==> src/rtl/seg_drv_pkg.sv <==
package seg_drv_pkg;
    typedef enum logic [1:0] {
        LVL_VSS = 2'b00,
        LVL_V0  = 2'b01,
        LVL_V2  = 2'b10,
        LVL_V3  = 2'b11
    } lvl_t;

    typedef enum logic [1:0] {
        ST_SHOW  = 2'b00,
        ST_OFF   = 2'b01,
        ST_BLANK = 2'b10
    } disp_st_t;
endpackage

==> src/rtl/seg_data_load.sv <==
module seg_data_load #(
    parameter int unsigned NSEG = 80,
    parameter int unsigned PW   = 4,
    localparam int unsigned PTRW = $clog2(NSEG + 1)
) (
    input  logic            clk,
    input  logic            rst_n,
    input  logic            shift_stb,
    input  logic            restart,
    input  logic            par_mode,
    input  logic [PW-1:0]   din,
    output logic [NSEG-1:0] data_q,
    output logic [PTRW-1:0] ptr_q
);
    logic [NSEG-1:0] data_d;
    logic [PTRW:0]   sum;
    logic [PTRW-1:0] ptr_d;

    // Each position compares itself with ptr+j; positions past NSEG-1 do not exist,
    // so overflowing bits fall away without extra logic.
    always_comb begin
        data_d = data_q;
        for (int i = 0; i < int'(NSEG); i++) begin
            for (int j = 0; j < int'(PW); j++) begin
                if ((par_mode || j == 0) && (PTRW'(i) == ptr_q + PTRW'(j)))
                    data_d[i] = din[j];
            end
        end
        sum = {1'b0, ptr_q} + (par_mode ? (PTRW+1)'(PW) : (PTRW+1)'(1));
        if (ptr_q >= PTRW'(NSEG))
            ptr_d = ptr_q;
        else if (sum > (PTRW+1)'(NSEG))
            ptr_d = PTRW'(NSEG);
        else
            ptr_d = sum[PTRW-1:0];
    end

    always_ff @(posedge clk or negedge rst_n) begin
        if (!rst_n) begin
            data_q <= '0;
            ptr_q  <= '0;
        end else if (restart) begin
            ptr_q  <= '0;
        end else if (shift_stb) begin
            data_q <= data_d;
            ptr_q  <= ptr_d;
        end
    end
endmodule

==> src/rtl/seg_line_latch.sv <==
module seg_line_latch #(
    parameter int unsigned NSEG = 80
) (
    input  logic            clk,
    input  logic            rst_n,
    input  logic            clr,
    input  logic            load,
    input  logic [NSEG-1:0] d,
    output logic [NSEG-1:0] q
);
    always_ff @(posedge clk or negedge rst_n) begin
        if (!rst_n)
            q <= '0;
        else if (clr)
            q <= '0;
        else if (load)
            q <= d;
    end
endmodule

==> src/rtl/seg_level_map.sv <==
module seg_level_map
    import seg_drv_pkg::*;
#(
    parameter int unsigned NSEG = 80
) (
    input  logic [NSEG-1:0]   line,
    input  logic              frm_inv,
    input  logic              force_vss,
    input  logic              force_nsel,
    output logic [2*NSEG-1:0] seg_lvl
);
    for (genvar g = 0; g < NSEG; g++) begin : g_seg
        lvl_t lv;
        always_comb begin
            if (force_vss)
                lv = LVL_VSS;
            else if (force_nsel || !line[g])
                lv = frm_inv ? LVL_V2 : LVL_V3;
            else
                lv = frm_inv ? LVL_V0 : LVL_VSS;
        end
        assign seg_lvl[2*g +: 2] = lv;
    end
endmodule

==> src/rtl/seg_col_driver.sv <==
module seg_col_driver
    import seg_drv_pkg::*;
#(
    parameter int unsigned NSEG = 80,
    parameter int unsigned PW   = 4,
    localparam int unsigned PTRW = $clog2(NSEG + 1)
) (
    input  logic              clk,
    input  logic              rst_n,
    input  logic              xck,
    input  logic              lp,
    input  logic              par_mode,
    input  logic [PW-1:0]     din,
    input  logic              blank_n,
    input  logic              frm_inv,
    output logic [2*NSEG-1:0] seg_lvl
);
    logic            xck_q, lp_q;
    logic            xck_fall, lp_fall;
    logic [NSEG-1:0] data_q, line_q;
    logic [PTRW-1:0] ptr_q;
    disp_st_t        st_q, st_d;
    logic            force_vss, force_nsel, line_clr;

    always_ff @(posedge clk or negedge rst_n) begin
        if (!rst_n) begin
            xck_q <= 1'b0;
            lp_q  <= 1'b0;
        end else begin
            xck_q <= xck;
            lp_q  <= lp;
        end
    end

    assign xck_fall = xck_q & ~xck;
    assign lp_fall  = lp_q & ~lp;

    // state register
    always_ff @(posedge clk or negedge rst_n) begin
        if (!rst_n)
            st_q <= ST_SHOW;
        else
            st_q <= st_d;
    end

    // next state
    always_comb begin
        st_d = st_q;
        unique case (st_q)
            ST_SHOW:  if (!blank_n) st_d = ST_OFF;
            ST_OFF:   if (blank_n)  st_d = ST_BLANK;
            ST_BLANK: if (!blank_n) st_d = ST_OFF;
                      else if (lp_fall) st_d = ST_SHOW;
            default:  st_d = ST_SHOW;
        endcase
    end

    // outputs of the state machine
    always_comb begin
        force_vss  = 1'b0;
        force_nsel = 1'b0;
        unique case (st_q)
            ST_SHOW:  ;
            ST_OFF:   force_vss  = 1'b1;
            ST_BLANK: force_nsel = 1'b1;
            default:  force_vss  = 1'b1;
        endcase
    end

    assign line_clr = ~blank_n;

    seg_data_load #(.NSEG(NSEG), .PW(PW)) u_load (
        .clk       (clk),
        .rst_n     (rst_n),
        .shift_stb (xck_fall),
        .restart   (lp_fall),
        .par_mode  (par_mode),
        .din       (din),
        .data_q    (data_q),
        .ptr_q     (ptr_q)
    );

    seg_line_latch #(.NSEG(NSEG)) u_line (
        .clk   (clk),
        .rst_n (rst_n),
        .clr   (line_clr),
        .load  (lp_fall),
        .d     (data_q),
        .q     (line_q)
    );

    seg_level_map #(.NSEG(NSEG)) u_map (
        .line       (line_q),
        .frm_inv    (frm_inv),
        .force_vss  (force_vss),
        .force_nsel (force_nsel),
        .seg_lvl    (seg_lvl)
    );
endmodule

==> config.mk <==
export PLATFORM = sky130hd
export DESIGN_NAME = seg_col_driver
export DESIGN_NICKNAME = d
export VERILOG_FILES = /design/src/rtl/seg_drv_pkg.sv /design/src/rtl/seg_data_load.sv /design/src/rtl/seg_line_latch.sv /design/src/rtl/seg_level_map.sv /design/src/rtl/seg_col_driver.sv
export SDC_FILE = /design/constraint.sdc
export NUM_CORES = 1
export LEC_CHECK = 0
export BUFFER_PORTS_ARGS = -buffer_cell sky130_fd_sc_hd__buf_2
export CORE_MARGIN = 2
export CORE_UTILIZATION = 35
export DETAILED_ROUTE_END_ITERATION = 6
export SLEW_MARGIN = 20
export SYNTH_ARGS = -nofsm -noshare
export SYNTH_HDL_FRONTEND = slang
export SYNTH_SLANG_ARGS = --single-unit
==> constraint.sdc <==
create_clock -name clk -period 3 [get_ports clk]
set_input_delay 0 -clock clk [delete_from_list [all_inputs] [get_ports clk]]
set_output_delay 0 -clock clk [all_outputs]
set_load 0.01 [all_outputs]
* Yosys cells after proc, flatten, opt, wreduce, memory -nomap -nowiden *
Index checks and enable logic that the tools add are counted.
W data, S select, Z words.

operators by class
  $add $sub $neg = 4
  multiply operators = 0
  div/mod/pow operators = 0
  order comparisons = 2
  equal/unequal tests = 323
  shifts and indexed selects = 0
  muxes and demuxes = 495
  bitwise logic cells = 5
  reduce and logical (&&, ||, !) cells = 569

operators by type and width
  cell                   number
  $eq A6 B7 Y1 const A   128
  $eq A5 B7 Y1 const A   64
  $eq A7 B7 Y1 const A   64
  $mux W2                164
  $mux W1                323
  $reduce_bool A4 Y1     80
  $reduce_and A3 Y1      81
  $logic_and A1 B1 Y1    240
  $eq A4 B7 Y1 const A   32
  $mux W80               2
  $eq A3 B7 Y1 const A   16
  $logic_not A1 Y1       80
  $logic_or A1 B1 Y1     80
  $eq A2 B7 Y1 const A   8
  $eq A1 B7 Y1 const A   4
  $logic_not A7 Y1       4
  $mux W7                4
  $add A7 B2 Y7 const B  2
  $add A7 B8 Y8          1
  $gt A8 B7 Y1 const B   1
  $add A7 B1 Y7 const B  1
  $ge A7 B7 Y1 const B   1
  $ne A2 B2 Y1 const B   3
  $pmux W2 S3            1
  11 further kinds       14

storage, ports and cells
  bits in registers = 171
  latch bits = 0
  memory bits (writable) = 0
  bits in read-only memories = 0
  input port bits = 11
  output and inout port bits = 160
  logic and storage cells = 1483
  memories = 0

* Depth between registers and ports, before layout *
Gate-level depths: netlist (run 1).

  depth in word-level cells = 7
  mapped depth = 13
  mapped depth without buffers = 10

* Hierarchy *
Synthesis (run 1) repeated with hierarchy kept, for this count alone.

unflattened totals
  cells, all modules = 1866
  area total of the unflattened synthesis = 15623.7 um^2

modules (own cells, without submodules)
  module          instances  cells each  area each (um^2)  seq. area each (um^2)
  seg_data_load   1          1318        10369.9           2177.1
  seg_line_latch  1          258         3269.4            2001.9
  seg_level_map   1          277         1831.8            0.0
  seg_col_driver  1          13          152.6             100.1

* Least setup slack after synthesis (run 1) *
OpenSTA, ideal clock, no wires.

  kind = register to register
  start = register u_load.ptr_q[1]
  end = register u_load.data_q[68]
  library setup time = 0.126 ns
  arrival = 2.612 ns
  data required time = 2.874 ns
  slack = 0.261 ns
  cell stages (with the launch flop) = 11
  buffers on the path = 2
  clock period less this slack = 2.739 ns
  cells stage by stage = dfrtp_1 -> buf_2 -> buf_4 -> inv_1 -> ha_1 -> a21oi_2 -> xor2_2 -> nand2_1 -> or3_1 -> o21a_1 -> o32a_1

between the ends
  cells in the longest elaborated chain, start to end = 6
  elaborated cells between the ends (all ways) = 15
  classes of those cells = add/sub: 3; eq/ne: 4; mux: 3; reduce/logical: 5

ends and longest elaborated chain
  what                    RTL line             source
  from (decl)             seg_data_load.sv:13  output logic [PTRW-1:0] ptr_q
  from (signal assigned)  seg_data_load.sv:46  ptr_q <= ptr_d;
  $add A7 B1 Y7           seg_data_load.sv:25  if ((par_mode || j == 0) && (PTRW'(i) == ptr_q + PTRW'(j)))
  $eq A7 B7 Y1            seg_data_load.sv:25
  $logic_and A1 B1 Y1     seg_data_load.sv:25
  $mux W1 (3 in series)   seg_data_load.sv:25
  to (signal assigned)    seg_data_load.sv:45  data_q <= data_d;
  to (decl)               seg_data_load.sv:12  output logic [NSEG-1:0] data_q,

Parallel ways exist; a longest one is shown, timed or not.
A chain may end at the register's enable or synchronous reset.

* Final worst setup path (run 1) *
  start = register u_load.ptr_q[3]
  end = register u_load.data_q[51]

between the ends
  cells in the longest elaborated chain, start to end = 6
  elaborated cells between the ends (all ways) = 15
  classes of those cells = add/sub: 3; eq/ne: 4; mux: 3; reduce/logical: 5

ends and longest elaborated chain
  what                   RTL line
  $add A7 B1 Y7          seg_data_load.sv:25
  $eq A6 B7 Y1           seg_data_load.sv:25
  $logic_and A1 B1 Y1    seg_data_load.sv:25
  $mux W1 (3 in series)  seg_data_load.sv:25

Parallel ways exist; a longest one is shown, timed or not.

==> results of run 1 <==
## routing by layer
metal | vias to the layer above | share of wire, %
met1 | 7704 | 42
met3 | 253 | 9.4
met4 | 0 | 6.6
met2 | 1006 | 42
li1 | 7444 | -
met5 | - | 0
## path summary, 6_finish.rpt
kind	startpoint	to	slack [ns]
max	u_load.ptr_q[3]$_DFFE_PN0P_	u_load.data_q[51]$_DFFE_PN0P_	0.11
min	blank_n	st_q[0]$_DFFE_PN0P_	0.09
max reg2reg	u_load.ptr_q[3]$_DFFE_PN0P_	u_load.data_q[51]$_DFFE_PN0P_	0.11
min reg2reg	u_load.data_q[1]$_DFFE_PN0P_	u_load.data_q[1]$_DFFE_PN0P_	0.48
max in group asynchronous	rst_n	st_q[0]$_DFFE_PN0P_	2.19
min in group asynchronous	rst_n	u_load.ptr_q[4]$_DFFE_PN0P_	0.10
## cells in the mapped netlist (14+ instances only)
cell,instances,area [sq um]
nor2_1,297,1115
nand2_1,266,998.5
dfrtp_1,171,4279
clkbuf_1,132,495.5
o21ai_0,120,600.6
nor2b_1,91,569.3
a21boi_0,86,645.6
xor2_1,84,735.7
a21oi_1,72,360.4
o22ai_1,64,400.4
nor3_1,55,275.3
nand3_1,50,250.2
buf_2,34,170.2
o31ai_1,32,240.2
o32ai_1,30,262.8
a31oi_1,24,150.1
a221oi_1,22,192.7
nand4_1,21,131.4
o221ai_1,20,175.2
a211oi_1,19,142.6
nand2b_1,16,100.1
or3_1,16,100.1
mux2i_1,14,140.1
## cells by family after synthesis
group | Yosys count
AND/OR/NAND/NOR | 865
AO/OA/AOI/OAI | 594
buffers and inverters | 199
flip-flops | 171
XOR/XNOR | 98
multiplexers | 27
adder cells (fa/ha/maj) | 5
## final cells by class
| class | count | share of cell area [%] |
|---|---|---|
| Clock buffer | 20 | 2.617 |
| Clock inverter | 11 | 0.7601 |
| Inverter | 11 | 0.2366 |
| Multi-Input combinational cell | 1589 | 53.85 |
| Sequential cell | 171 | 24.57 |
| Tap cell | 532 | 3.815 |
| Timing Repair Buffer | 359 | 14.15 |
## power breakdown
group	internal (mW)	leakage [nW]	switching [mW]
Sequential	2.41	2.32	0.123
Clock	1.28	0.284	1.07
Combinational	0.556	4.58	1.11
Total	4.24	7.18	2.30
## timing repair
action | 4_1_cts | 5_1_grt
hold buffers | 5 | 0
endpoints found under the hold margin | 174 | 0
resized for setup | 3 | 9
setup endpoints to repair | 4 | 38
pin swaps | 0 | 0
## per-stage QoR
step | TNS, ns | utilization (%) | hold WS, ns | instances
after floorplan | 0 | - | -0.2956 | 1959
after global placement | -0.3265 | 41.04 | -0.1024 | 2657
after detailed placement | -0.3218 | 41.04 | -0.1040 | 2657
after CTS | 0 | 42.67 | 0.08752 | 2693
after global routing | 0 | 42.73 | 0.1023 | 2693
final | 0 | 42.73 | 0.08972 | 2693
## registers in the layout, indices dropped and copies added, names as in the netlist
register and count:
u_line.q 80, st_q 2, xck_q 1, lp_q 1, u_load.ptr_q 7, u_load.data_q 80
## cells in the final DEF, fill, tap and decap left out, types with 71 or more instances in the layout
master	instances
a21boi_0	86
a21oi_1	71
buf_2	167
buf_4	172
dfrtp_1	167
nand2_1	265
nor2_1	295
nor2b_1	90
o21ai_0	119
xor2_1	84
==> results.md, run 1 <==
* Post-synthesis sequential area ratio at between 20% and 30%
* Final #Nets at around 2.2k
* Synth Area in Adders at 0.4326%
* Post-Synth Simple-Gate Area at between 20% and 30%
* Worst vdd ir at between 0.4 and 0.5 mV
* CTS tree: built
* Die Y at 207.3 um
* Clk_lat worst skew at approximately 0.47 ns
* Ys flop type: dfrtp_1
* Startpoint Class: flip-flop
* Post CTS Setup Buffer Count at 0
* Final setup skew at 0.006542 ns
* Initial Util at roughly 35%
* Setup violation total in the final timing report at 0
* Die width at between 200 and 250 um
* Initial antenna violation count at 0
* Mux share of post-synthesis cell area at 1.981%
* Worst Hold Class: input port to flip-flop
* CP delay by family, top: simple AND/OR/NAND/NOR gates
* Clock tree sinks at ~170
* Main combinational cell family by area after synthesis: compound AO/OA/AOI/OAI gates
* Hold Violations, Final at 0
* Post-synthesis async set-or-reset flop share at between 90% and 100%
* Cell count after synthesis at between 1.5k and 2k
* Crit path DAT at 3.25 ns
* Fin area at 17,450 sq um
* PortBufs at between 150 and 200
* Setup CP Type: flip-flop to flip-flop
* Area post-placement at 16,760 sq um
* Pre-Repair DR Iteration Count at 6
* GR peak layer: met2
* FF+latch count, synth at 171
* Yosys synthesis warning count at 0
* Final Cycle Share at a little over nine tenths
* Vias in the first global route at 15.29k
* Synth Area per Inst at around 7.4 sq um
* Storage element area at 4287 sq um
* Stages on the worst setup path at 9
* Dpl hpwl at 50,900 um
* WL per Instance at between 20 and 30 um
* Die ar. at 42,960 sq um
* Leakage power at ~7.2 nW
* Antenna-violating nets left at 0
* Syn_nets at ~2.0k
* Global Route met1 Usage at a little over two fifths
* CP Max Fanout at 18
* CP bufs+invs at 2
* Minimum clock period at just under 3 ns
* FP Rows at 74
* DR DRC count at 0
* Post-synthesis instance area at ~14,000 sq um
* Clock Tree Root: clkbuf_16
* M2 GR Usage at 45.93%
* Fraction of layout cells with a size suffix above 1 at 20.59%
* CP max stage cell: or3_1
* Outcome: complete, no violations
* GRT met3 Usage at around 6.0%
* Layout area overhead at 20.67%
* Worst path cell trace: buf_4 > nand2b_1 > or3_1 > nor4_1 > buf_4 > mux2i_1 > o21ai_0 > a21oi_1 > a21oi_1
* Core Box Area at between 40,000 and 50,000 sq um
* Synth Area in Compound Gates at ~28%
* Filler Cells Inserted at 4,234
* CTS buffer count at 17
* RSZ-0062 raised after global routing: false
* Pre-CTS WS at -0.2014 ns
* GPL Wtd Cong at slightly above 1
* Max Clk Rate at 346.4 MHz
* Vias/cell at just over 6
* Largest net degree at the start of global routing at about 110
* Number of synthesized flops with an enable pin at 0
* Overflow after GRT at 0
* Setup ws final at about 0.11 ns
* Xor/xnor share of the synthesized area at under 10%
* Hold Crit Depth at 2
* Kind of end point of the critical path: flip-flop
* CTS max path bufs at 2
* I/O pin count at around 170
* First-pass GRT wire length at 101,000 um
* Worst slew margin relative to its limit at 29.02%
* Diodes inserted at 0
* Multi-input logic area at 9397 sq um
* Cell Pwr Density at between 300 and 400 nW/um^2
* Reg2reg path depth at 9
* Worst Path Required at roughly 3.4 ns
* Final Slew Violations at 0
* WL final at between 60,000 and 70,000 um
* Maximum Capacitance Violations at 0
* Crit path largest cell delay at 0.62 ns
* Detailed-route via count at 16.41k
* Yosys cell types at between 80 and 90
* GRT Util Overall at between 30 and 40%
* Reg clk slew, reported paths at 0.07 ns
* Total Power at between 6 and 7 mW
* DRT iter0 DRCs at between 1.5k and 2k
* Htree depth at 4
* Slew @ Worst Pin at roughly 1.1 ns
(Power assumes the default switching activity.)
==> run 2: changes to the inputs <==
==> constraint.sdc (replaced) <==
create_clock -name clk -period 3 [get_ports clk]
set_input_delay 0.6 -clock clk [delete_from_list [all_inputs] [get_ports clk]]
set_output_delay 0.6 -clock clk [all_outputs]
set_load 0.01 [all_outputs]
==> run 2 against run 1 <==
Effect of this change: wire length grew 3.8%; combinational power barely moved; setup slack improved by 0.059 ns; non-clock buffer count is 23 higher; critical path type unchanged; critical endpoint is now u_load.data_q[68]$_DFFE_PN0P_; highest routed layer is now met5.
==> results.md, run 2 (synthesized netlist as in run 1, its figures left out) <==
* Startpoint Class: flip-flop
* Clock Tree Root: clkbuf_16
* First-pass GRT wire length at between 100,000 and 150,000 um
* Detailed-route via count at around 16k
* Post-Route Utilization at about 44%
* Total Power at ~6.7 mW
* Initial Util at a little over a third
* GRT Util Overall at roughly 33%
* Crit path DAT at 3.18 ns
* Kind of end point of the critical path: flip-flop
* WL per Instance at 26.07 um
* I/O pin count at ~170
* CTS buffer count at 17
* Non-Filler Instances at 2,717
* M2 GR Usage at approximately half
* FP Rows at 74
* Worst vdd ir at around 0.44 mV
* Setup CP Type: flip-flop to flip-flop
* Hold Worst Slack at approximately 0.047 ns
* CTS tree: built
* Crit-path most repeated cell: buf_4
* Antenna-violating nets left at 0
* Clock tree sinks at between 150 and 200
* Htree depth at 4
* Die width at slightly above 200 um
* Dpl hpwl at around 54,000 um
* Largest net degree at the start of global routing at 82
* Vias/cell at between 6 and 7
* Core Box Area at 40,830 sq um
* Commonest cells after routing, fill and taps aside: 297 x nor2_1, 265 x nand2_1, 189 x buf_4
* Die ar. at around 43,000 sq um
* Cell Count Post-Placement at about 2.7k
* Max Clk Rate at about 350 MHz
* Crit path largest cell delay at 0.45 ns
* Initial antenna violation count at 2
* Outcome: complete, no violations
* Worst Path Required at approximately 3.4 ns
* Pre-Repair DR Iteration Count at 6
* Worst Hold Class: input port to asynchronous set/reset pin
* DRT iter0 DRCs at 1,677
* Maximum Capacitance Violations at 0
* Reg clk slew, reported paths at about 0.08 ns
* CP Max Fanout at 9
* Most common cell after layout, fill and taps aside: nor2_1
* Die Y at between 200 and 250 um
* WL final at 70,830 um
* Final Slew Violations at 0
* Pre-CTS WS at 0.005959 ns
* Global Route met1 Usage at between 40% and 50%
* Diodes inserted at 0
* RSZ-0062 raised after global routing: true
* Overflow after GRT at 0
* GR peak layer: met2
* Worst slew margin relative to its limit at a little under 40%
* GPL Wtd Cong at a little under 1
* CP delay by family, top: compound AO/OA/AOI/OAI gates
* Layout area overhead at 23.09%
* CP max stage cell: or3_1
* Worst path cell trace: ha_1 > buf_4 > a21oi_2 > xor2_2 > buf_4 > nand2_1 > or3_1 > o21a_1 > o32a_1
* Cell Pwr Density at about 380 nW/um^2
* Vias in the first global route at between 15k and 20k
* Final Cycle Share at between 90% and 100%
* Final #Nets at about 2.2k
* Slew @ Worst Pin at ~0.9 ns
* Fraction of layout cells with a size suffix above 1 at ~22%
* DR DRC count at 0
* Biggest regs: u_line.q x80, u_load.data_q x80, u_load.ptr_q x7
* Filler Cells Inserted at 4,200
* CP bufs+invs at 2
* Final setup skew at around 0.016 ns
* Setup violation total in the final timing report at 0
* Clk_lat worst skew at around 0.47 ns
* Hold Violations, Final at 0
* Leakage power at about 7.4 nW
* Minimum clock period at between 2 and 3 ns
* PortBufs at 170
* Setup ws final at approximately 0.17 ns
* CTS max path bufs at 2
* GRT met3 Usage at 5.688%
==> run 2: path summary, 6_finish.rpt <==
path	endpoint	slack, ns	depth (start not counted)	start
setup / recovery	u_load.data_q[68]$_DFFE_PN0P_	0.17	9	u_load.ptr_q[1]$_DFFE_PN0P_
hold / removal	u_load.ptr_q[6]$_DFFE_PN0P_	0.05	1	rst_n
setup reg to reg	u_load.data_q[68]$_DFFE_PN0P_	0.17	9	u_load.ptr_q[1]$_DFFE_PN0P_
hold reg to reg	u_load.data_q[1]$_DFFE_PN0P_	0.49	2	u_load.data_q[1]$_DFFE_PN0P_
max in group asynchronous	st_q[0]$_DFFE_PN0P_	2.14	2	rst_n
min in group clk	xck_q$_DFF_PN0_	0.24	1	xck
==> run 2: final cells by class <==
| cell class | count | area, sq um | area share, % |
|---|---|---|---|
| Multi-Input combinational cell | 1589 | 9428 | 52.97 |
| Sequential cell | 171 | 4287 | 24.08 |
| Timing Repair Buffer | 382 | 2751 | 15.46 |
| Tap cell | 532 | 665.6 | 3.740 |
| Clock buffer | 17 | 425.4 | 2.390 |
| Clock inverter | 15 | 201.4 | 1.132 |
| Inverter | 11 | 41.29 | 0.2320 |
==> run 2: where the power goes <==
part / switching [mW] / internal [mW] / total, mW
logic: 1.12 / 0.578 / 1.70
clock network: 1.15 / 1.35 / 2.50
registers: 0.114 / 2.41 / 2.52
total: 2.39 / 4.33 / 6.72
==> run 2: per-layer routing <==
| layer | wire, um | up-vias |
|---|---|---|
| met3 | 5915 | 192 |
| li1 | - | 7450 |
| met5 | 17 | - |
| met2 | 30180 | 904 |
| met1 | 30700 | 7926 |
| met4 | 4023 | 2 |
==> run 2: stage by stage <==
step | TNS [ns] | instance area (sq um)
floorplan | 0 | 14460
global placement | -0.03750 | 17110
detailed placement | 0 | 17110
CTS | 0 | 17730
global route | -0.01107 | 17800
finish | 0 | 17800
==> run 2: repair_timing <==
item	CTS	global route
setup buffers	0	0
hold buffers	0	0
setup endpoints to repair	0	16
resized for setup	0	15
==> run 3: changes to the inputs <==
--- a/config.mk
+++ b/config.mk
@@ -7,8 +7,9 @@
 export LEC_CHECK = 0
 export BUFFER_PORTS_ARGS = -buffer_cell sky130_fd_sc_hd__buf_2
 export CORE_MARGIN = 2
-export CORE_UTILIZATION = 35
+export CORE_UTILIZATION = 24
 export DETAILED_ROUTE_END_ITERATION = 6
+export PLACE_DENSITY_LB_ADDON = 0.08
 export SLEW_MARGIN = 20
 export SYNTH_ARGS = -nofsm -noshare
 export SYNTH_HDL_FRONTEND = slang
==> constraint.sdc (replaced) <==
create_clock -name clk -period 2.4 [get_ports clk]
set_input_delay 0.48 -clock clk [delete_from_list [all_inputs] [get_ports clk]]
set_output_delay 0.48 -clock clk [all_outputs]
set_load 0.01 [all_outputs]
==> run 3 against run 2 <==
Effect of this change: the run now ends with negative setup slack left; cell count rose by 23%; maximum frequency increased by 10%; utilization decreased by 2.5 points; worst hold slack improved by 0.039 ns; clock skew is essentially flat; wire length increased by 18%; via count grew 9.1%; non-clock buffer count grew 371; sequential power up 25%; global-route usage decreased by 6.6 points; critical path type unchanged.
==> results.md, run 3 (synthesized netlist as in run 1, its figures left out) <==
* Commonest cells after routing, fill and taps aside: 418 x buf_4, 250 x nor2_1, 235 x nand2_1
* Biggest regs: u_line.q x80, u_load.data_q x80, u_load.ptr_q x7
* CTS max path bufs at 2
* Cell Count Post-Placement at approximately 3.2k
* GRT Util Overall at 26.01%
* GPL Wtd Cong at 0.9144
* CP max stage cell: dfrtp_1
* Max Clk Rate at between 300 and 400 MHz
* Non-Filler Instances at 3,330
* Clock tree sinks at between 150 and 200
* First-pass GRT wire length at ~120,000 um
* Antenna-violating nets left at 0
* Pre-Repair DR Iteration Count at 7
* Minimum clock period at between 2 and 3 ns
* Worst Path Required at 2.81 ns
* Clk_lat worst skew at 0.52 ns
* Detailed-route via count at roughly 18k
* Startpoint Class: flip-flop
* RSZ-0062 raised after global routing: true
* Kind of end point of the critical path: flip-flop
* Crit-path most repeated cell: buf_6
* Core Box Area at ~60,000 sq um
* CP Max Fanout at 7
* Leakage power at just under 10 nW
* Most common cell after layout, fill and taps aside: buf_4
* Initial antenna violation count at 2
* CP bufs+invs at 5
* Overflow after GRT at 0
* Hold Violations, Final at 0
* Outcome: finished with violations
* WL final at about 84,000 um
* Vias in the first global route at between 15k and 20k
* Multi-input logic area at ~12,000 sq um
* Total Power at roughly 9.2 mW
* Post-Route Utilization at around two fifths
* CP delay by family, top: buffers and inverters
* FP Rows at between 80 and 90
* PortBufs at 170
* Final #Nets at 2,559
* Violated checks: negative setup slack
* Setup violation total in the final timing report at 61
* Vias/cell at 5.399
* I/O pin count at ~170
* Setup ws final at -0.1705 ns
* Largest net degree at the start of global routing at 83
* Worst vdd ir at about 0.6 mV
* CTS buffer count at 17
* WL per Instance at between 20 and 30 um
* Layout area overhead at 68.23%
* Die Y at approximately 250 um
* Reg clk slew, reported paths at 0.09 ns
* Storage element area at 4288 sq um
* Final Slew Violations at 0
* Slew @ Worst Pin at between 0.8 and 0.9 ns
* Filler Cells Inserted at a little over 6k
* Worst path cell trace: buf_6 > ha_4 > buf_6 > nand3_2 > xor2_2 > or3_4 > buf_12 > buf_8 > buf_4 > nor3_1 > o31ai_1 > mux2_4
* Crit path largest cell delay at between 0.3 and 0.4 ns
* Initial Util at between 20% and 30%
* CTS tree: built
* Final setup skew at approximately 0.015 ns
* Dpl hpwl at 62,930 um
* Final Cycle Share at 107.1%
* Setup CP Type: flip-flop to flip-flop
* Die ar. at 62,230 sq um
* Worst slew margin relative to its limit at between 40% and 50%
* Clock Tree Root: clkbuf_16
* Fraction of layout cells with a size suffix above 1 at a little under half
* Worst Hold Class: input port to flip-flop
* Maximum Capacitance Violations at 0
* Htree depth at 4
* Cell Pwr Density at between 300 and 400 nW/um^2
* Crit path DAT at ~3 ns
* DR DRC count at 0
* DRT iter0 DRCs at about 1.4k
* Die width at between 200 and 250 um
-- run 3: cell types whose count changed in the layout (fill, tap and decap cells not counted), moves of 25 or more --
cell     previous run  this run
buf_4             189       418
buf_6               1        89
o21ai_0           117        55
nor2_1            297       250
o21ai_1             6        50
o22ai_1            64        31
buf_12             24        56
nand2_1           265       235
nor2_2              2        30
a21oi_1            72        45
nor3_1             54        29
-- run 3: final timing paths --
path / startpoint / to / slack, ns / cells past startpoint
setup / recovery: u_load.ptr_q[1]$_DFFE_PN0P_ / u_load.data_q[62]$_DFFE_PN0P_ / -0.17 / 12
hold / removal: xck / xck_q$_DFF_PN0_ / 0.09 / 1
setup reg to reg: u_load.ptr_q[1]$_DFFE_PN0P_ / u_load.data_q[62]$_DFFE_PN0P_ / -0.17 / 12
hold reg to reg: u_load.data_q[11]$_DFFE_PN0P_ / u_load.data_q[11]$_DFFE_PN0P_ / 0.49 / 2
max in group asynchronous: rst_n / u_line.q[17]$_DFFE_PN0P_ / 1.13 / 3
min in group asynchronous: rst_n / u_load.data_q[7]$_DFFE_PN0P_ / 0.51 / 2
-- run 3: cell type report --
type / instances / share of cell area (%)
inverters: 11 / 0.1800
well taps: 773 / 3.976
diodes: 1 / 0.01029
clock inverters: 14 / 0.7201
clock buffers: 18 / 1.805
multi-input cells: 1589 / 49.03
repair buffers: 753 / 26.65
flip-flops and latches: 171 / 17.63
-- run 3: where the power goes --
part           leakage [nW]  switching, mW  total [mW]  internal, mW
Sequential             2.32          0.127        3.14          3.01
Clock                 0.298           1.60        3.04          1.44
Combinational          7.32           1.81        3.04          1.24
Total                  9.94           3.53        9.22          5.69
-- run 3: repair_timing --
action,4_1_cts,5_1_grt
pin swaps,55,113
resized for setup,340,333
setup endpoints to repair,88,114
hold buffers,1,0
gates cloned,2,4
hold endpoints to repair,44,0
setup buffers,56,65
-- run 3: metal layers --
| metal | vias to the layer above | global-route usage [%] | share of wire [%] |
|---|---|---|---|
| met5 | - | 0 | 0.023 |
| met4 | 2 | 11.96 | 5.0 |
| met1 | 8825 | 34.71 | 44 |
| met3 | 163 | 4.287 | 5.7 |
| met2 | 732 | 41.07 | 45 |
| li1 | 8257 | - | - |
-- run 3: per-stage QoR --
step	cell area [sq um]	hold WS, ns	TNS (ns)	setup WS [ns]
6_report	24330	0.08607	-3.842	-0.1705
5_1_grt	24320	0.06954	-10.03	-0.2290
4_1_cts	22260	0.05039	-2.999	-0.1563
3_5_place_dp	19610	0.4859	-17.97	-0.3979
3_3_place_gp	19610	0.4712	-16.97	-0.3991
2_1_floorplan	14550	0.1844	-0.3884	-0.07706
-- run 3: worst reg2reg max path: stages, from the launching register on --
cell	delay (ns)
dfrtp_1	0.38
buf_6	0.11
ha_4	0.21
buf_6	0.14
nand3_2	0.10
xor2_2	0.17
or3_4	0.34
buf_12	0.15
buf_8	0.14
buf_4	0.15
nor3_1	0.21
o31ai_1	0.10
mux2_4	0.26
